===== src/rtl/slr_pkg.sv =====
package slr_pkg;
  // positions inside the synchronised control vector
  localparam int CI_SHIFT = 0;
  localparam int CI_STORE = 1;
  localparam int CI_DATA  = 2;
  localparam int CI_CLR   = 3;
  localparam int CI_OE    = 4;
  localparam int CI_COUNT = 5;

  // idle levels: clocks and data low, the active-low controls high
  localparam logic [CI_COUNT-1:0] CI_IDLE = 5'b11000;

  // next chain value after one shift
  function automatic logic [63:0] chain_step(input logic [63:0] cur, input logic din);
    return {cur[62:0], din};
  endfunction

  // value the holding register takes on a storage event
  function automatic logic [63:0] store_value(input logic [63:0] cur, input logic clr_act);
    return clr_act ? 64'd0 : cur;
  endfunction
endpackage


===== src/rtl/slr_sync_bank.sv =====
module slr_sync_bank #(
  parameter int N = 5,
  parameter logic [N-1:0] IDLE = '0
) (
  input  logic         clk,
  input  logic         rst_n,
  input  logic [N-1:0] raw,
  output logic [N-1:0] synced
);
  logic [N-1:0] meta;

  for (genvar i = 0; i < N; i++) begin : g_bit
    always_ff @(posedge clk or negedge rst_n) begin
      if (!rst_n) begin
        meta[i]   <= IDLE[i];
        synced[i] <= IDLE[i];
      end else begin
        meta[i]   <= raw[i];
        synced[i] <= meta[i];
      end
    end
  end
endmodule


===== src/rtl/slr_edge_bank.sv =====
module slr_edge_bank #(
  parameter int N = 2
) (
  input  logic         clk,
  input  logic         rst_n,
  input  logic [N-1:0] lvl,
  output logic [N-1:0] rise
);
  logic [N-1:0] prev;

  for (genvar i = 0; i < N; i++) begin : g_edge
    always_ff @(posedge clk or negedge rst_n) begin
      if (!rst_n) prev[i] <= 1'b0;
      else        prev[i] <= lvl[i];
    end
    assign rise[i] = lvl[i] & ~prev[i];

    AST_EDGE_SINGLE: assert property (@(posedge clk) disable iff (!rst_n)
      rise[i] |=> !rise[i]);
  end
endmodule


===== src/rtl/slr_shift_chain.sv =====
module slr_shift_chain
  import slr_pkg::*;
#(
  parameter int WIDTH = 8
) (
  input  logic             clk,
  input  logic             rst_n,
  input  logic             shift_ev,
  input  logic             din,
  input  logic             clr_act,
  output logic [WIDTH-1:0] chain,
  output logic             tail
);
  logic [63:0] wide_next;

  always_comb begin
    wide_next = chain_step(64'(chain), din);
  end

  always_ff @(posedge clk or negedge rst_n) begin
    if (!rst_n)        chain <= '0;
    else if (clr_act)  chain <= '0;
    else if (shift_ev) chain <= wide_next[WIDTH-1:0];
  end

  assign tail = chain[WIDTH-1];

  AST_SHIFT_MOVE: assert property (@(posedge clk) disable iff (!rst_n)
    (shift_ev && !clr_act) |=> chain[WIDTH-1:1] == $past(chain[WIDTH-2:0]));

  AST_CLEAR_EMPTY: assert property (@(posedge clk) disable iff (!rst_n)
    clr_act |=> chain == '0);

  AST_IDLE_HOLD: assert property (@(posedge clk) disable iff (!rst_n)
    (!shift_ev && !clr_act) |=> $stable(chain));
endmodule


===== src/rtl/slr_hold_bank.sv =====
module slr_hold_bank
  import slr_pkg::*;
#(
  parameter int WIDTH = 8
) (
  input  logic             clk,
  input  logic             rst_n,
  input  logic             store_ev,
  input  logic             clr_act,
  input  logic [WIDTH-1:0] chain_in,
  output logic [WIDTH-1:0] hold
);
  logic [63:0] wide_val;

  always_comb begin
    wide_val = store_value(64'(chain_in), clr_act);
  end

  always_ff @(posedge clk or negedge rst_n) begin
    if (!rst_n)        hold <= '0;
    else if (store_ev) hold <= wide_val[WIDTH-1:0];
  end

  AST_HOLD_STEADY: assert property (@(posedge clk) disable iff (!rst_n)
    !store_ev |=> $stable(hold));

  AST_CLEAR_STORE_ZERO: assert property (@(posedge clk) disable iff (!rst_n)
    (store_ev && clr_act) |=> hold == '0);
endmodule


===== src/rtl/serial_latch_reg.sv =====
module serial_latch_reg
  import slr_pkg::*;
#(
  parameter int WIDTH = 8
) (
  input  logic             clk,
  input  logic             rst_n,
  input  logic             shift_clk_in,
  input  logic             store_clk_in,
  input  logic             ser_in,
  input  logic             clear_n,
  input  logic             oe_n,
  output logic             ser_out,
  output logic [WIDTH-1:0] par_data,
  output logic [WIDTH-1:0] par_drive
);
  localparam int NCLK = 2;

  logic [CI_COUNT-1:0] raw_ctl;
  logic [CI_COUNT-1:0] syn_ctl;
  logic [NCLK-1:0]     clk_rise;

  // named internal events for the checks
  logic             shift_ev;
  logic             store_ev;
  logic             clr_act;
  logic             din_s;
  logic [WIDTH-1:0] chain;
  logic [WIDTH-1:0] hold;
  logic             tail;

  always_comb begin
    raw_ctl           = '0;
    raw_ctl[CI_SHIFT] = shift_clk_in;
    raw_ctl[CI_STORE] = store_clk_in;
    raw_ctl[CI_DATA]  = ser_in;
    raw_ctl[CI_CLR]   = clear_n;
    raw_ctl[CI_OE]    = oe_n;
  end

  slr_sync_bank #(.N(CI_COUNT), .IDLE(CI_IDLE)) u_sync (
    .clk    (clk),
    .rst_n  (rst_n),
    .raw    (raw_ctl),
    .synced (syn_ctl)
  );

  slr_edge_bank #(.N(NCLK)) u_edge (
    .clk   (clk),
    .rst_n (rst_n),
    .lvl   (syn_ctl[CI_STORE:CI_SHIFT]),
    .rise  (clk_rise)
  );

  assign shift_ev = clk_rise[CI_SHIFT];
  assign store_ev = clk_rise[CI_STORE];
  assign clr_act  = ~syn_ctl[CI_CLR];
  assign din_s    = syn_ctl[CI_DATA];

  slr_shift_chain #(.WIDTH(WIDTH)) u_chain (
    .clk      (clk),
    .rst_n    (rst_n),
    .shift_ev (shift_ev),
    .din      (din_s),
    .clr_act  (clr_act),
    .chain    (chain),
    .tail     (tail)
  );

  slr_hold_bank #(.WIDTH(WIDTH)) u_hold (
    .clk      (clk),
    .rst_n    (rst_n),
    .store_ev (store_ev),
    .clr_act  (clr_act),
    .chain_in (chain),
    .hold     (hold)
  );

  assign ser_out   = tail;
  assign par_data  = hold;
  assign par_drive = {WIDTH{~syn_ctl[CI_OE]}};

  AST_SIM_LAG: assert property (@(posedge clk) disable iff (!rst_n)
    (shift_ev && store_ev && !clr_act) |=> hold == $past(chain));

  AST_CLEAR_SER_LOW: assert property (@(posedge clk) disable iff (!rst_n)
    clr_act |=> !ser_out);

  AST_DRIVE_UNIFORM: assert property (@(posedge clk) disable iff (!rst_n)
    ($countones(par_drive) == 0) || ($countones(par_drive) == WIDTH));
endmodule


===== config.mk =====
export PLATFORM = sky130hd
export DESIGN_NAME = serial_latch_reg
export DESIGN_NICKNAME = d
export VERILOG_FILES = /design/src/rtl/slr_pkg.sv /design/src/rtl/slr_sync_bank.sv /design/src/rtl/slr_edge_bank.sv /design/src/rtl/slr_shift_chain.sv /design/src/rtl/slr_hold_bank.sv /design/src/rtl/serial_latch_reg.sv
export SDC_FILE = /design/constraint.sdc
export NUM_CORES = 1
export LEC_CHECK = 0
export CAP_MARGIN = 20
export CORE_MARGIN = 10
export CORE_UTILIZATION = 55
export CTS_BUF_LIST = sky130_fd_sc_hd__clkbuf_8 sky130_fd_sc_hd__clkbuf_16
export DETAILED_ROUTE_END_ITERATION = 8
export DONT_BUFFER_PORTS = 1
export PLACE_DENSITY = 0.78
export SLEW_MARGIN = 20
export SYNTH_ARGS = -nofsm -noshare
export SYNTH_HDL_FRONTEND = slang
export SYNTH_SLANG_ARGS = --single-unit

===== constraint.sdc =====
create_clock -name clk -period 2.79 [get_ports clk]
set_clock_uncertainty 0.1 [all_clocks]
set_input_delay 0.1395 -clock clk [delete_from_list [all_inputs] [get_ports clk]]
set_output_delay 0.1395 -clock clk [all_outputs]
set_load 0.005 [all_outputs]

==> impl_metrics.toml <==
[place]
dp_slack_ps = 1670
place_congestion = 0.761
io_buffers = 0
dpl.hpwl_um = 1030

[route]
routed_via_density = 4.80
dr.pass1.iters = 1
wl_per_cell_um = 16.1
ant_nets = 0
drc_errors = 0
routed_wl_um = 1610
drt-initial-drc-count = 0
vias = 480

[logic_synthesis]
synth_area_leader_cell = "dfrtp_1"
synth-seq-area-share = 0.678
mappedNetlistNets = 81
ys_top_cells_by_count = "dfrtp_1 (24), mux2i_1 (16), inv_1 (9), nand2_1 (9), buf_4 (7)"
syn_area_per_cell_um2 = 14.1
yosys_register_bits = 28
syn_inst = 74
async_reset_ff_frac = 1.00
yosys.area.top_type_share = 0.577
yosysMostFrequentCell = "dfrtp_1"
synth-edff-count = 0
synth_area_um2 = 1040
synth_area_leaders = "dfrtp_1 (58%), mux2i_1 (15%), dfstp_2 (10%)"
synth.distinct_cells = 9
ys.flop_type = "dfrtp_1"
synth_warnings = 0

[timing]
setup_viol_count_final = 0
slew_viol_final = 0
hold_viol = 0
setup_ws_ps = 1590
timing.slew.headroom = 0.766
rsz0062_at_grt = "no"
finalSetupTns_ps = 0
fin_crit_sh = 0.432
min_period_ps = 1200
timing.fmax_ghz = 0.830
worst_slew_pin_slew_ps = 351

[grt]
grt_overflow = 0
grt_pass1_wl_um = 2590
track_usage = 0.0837
grt_pass1_vias = 510
grt_max_degree = 29
grt_antenna_before_repair = 0

[critical_path]
r2r_slack_ps = 1670
reg2regPathDepth = 2
required_ps = 2550
start_kind = "flip-flop"
crit_path_max_fanout = 8
critPathCaptureType = "output port"
crit_chain = "inv_1"
cp.arrival_ps = 960
crit_type = "reg -> out"
crit_buf_inv = 1
cpPeakStageDelay_ps = 520
r2r-end = "u_hold.hold[3]"
cp_top_family = "flip-flops"
cpMaxStageDelayCell = "dfstp_2"
reg2reg_from = "u_edge.prev[1]"

[power]
total_power_mw = 0.777
power.density_nw_per_um2 = 680
ir_drop_uv = 466
cellLeakagePower_nw = 0.523

[final_layout]
antennaDiodeCount = 0
drive_above_1_share = 0.147
n_fill_cell = 137
area_growth_pct = 9.86
num-nets-final = 83

[cts]
cts_tree = "built"
cts_sinks = 28
cts.path.max_buffers = 2
path_clk_slew_ps = 100
cts_buffers = 3
postCtsResizedCells = 0
h-tree-depth = 1
cts_root_buf = "clkbuf_8"
clock_latency_ps = 280

[hold_path]
hold_path_class = "in -> async"

[floorplanning]
fp.dieArea_um2 = 4030
die_width_um = 63.5
row_count = 15
io_pins = 24
coreArea_um2 = 1760
die_h_um = 63.5
initial_utilization = 0.590

[flow_run]
cap_violations = 0

[outcome]
status = "completed"
[where the power goes]
part	internal, mW	switching [mW]
logic	0.0163	0.0185
clock network	0.192	0.125
registers	0.419	0.00680
total	0.627	0.150
[cell families (layout without fill, tap and decap cells)]
kind of cell	count (synthesis)	after routing	synth area share
simple gates	11	11	0.0589
mux	16	16	0.154
buf+inv	19	20	0.109
flops	28	28	0.678
[metrics by stage]
| step | hold slack (ps) | cells | cell area (um2) | utilization |
|---|---|---|---|---|
| after global routing | 213 | 100 | 1140 | 0.648 |
| after global placement | -255 | 89 | 992 | 0.562 |
| after detailed placement | -255 | 89 | 992 | 0.562 |
| after floorplan | -256 | 74 | 1040 | - |
| after CTS | 182 | 100 | 1140 | 0.648 |
| final | 203 | 100 | 1140 | 0.648 |
[registers in the layout, summed over array words and instances (netlist names)]
name,count
u_edge.prev,2
u_sync.synced,5
u_hold.hold,8
u_sync.meta,5
u_chain.chain,8
[worst max path at each step]
stage,start,to,slack [ps],cells past startpoint
finish,u_sync.synced[4],par_drive[1],1590,1
global route,u_sync.synced[4],par_drive[0],1520,1
CTS,u_sync.synced[4],par_drive[1],1580,1
detailed placement,u_edge.prev[1],u_hold.hold[3],1670,2
global placement,u_edge.prev[1],u_hold.hold[2],1690,2
floorplan,u_sync.synced[3],u_chain.chain[1],1760,3
[cell usage in the layout, fill, tap and decap left out]
master and count:
dlygate4sd3_1 6, mux2i_1 16, clkbuf_8 3, nor2b_4 2, inv_1 9, buf_12 1, nand2_1 9, dfstp_2 4
dfrtp_1 24, bufinv_16 1
[cell type report]
cell class / count / area [um2] / share of cell area
flip-flops and latches: 28 / 706 / 0.617
multi-input cells: 27 / 221 / 0.194
repair buffers: 7 / 80.1 / 0.0700
clock buffers: 3 / 41.3 / 0.0361
inverters: 9 / 33.8 / 0.0295
well taps: 25 / 31.3 / 0.0274
clock inverters: 1 / 30.0 / 0.0263
[repair_timing]
action                    CTS  global route
hold endpoints to repair   33             0
hold buffers                7             0
setup buffers               0             0
[per-layer routing]
layer | vias to the layer above | part of all wire | track usage
li1 | 222 | - | -
met1 | 234 | 0.44 | 0.0875
met2 | 20 | 0.45 | 0.127
met3 | 4 | 0.077 | 0.0442
met4 | 0 | 0.031 | 0.0574
met5 | - | 0 | 0
Power figures use the tool's default switching activity.
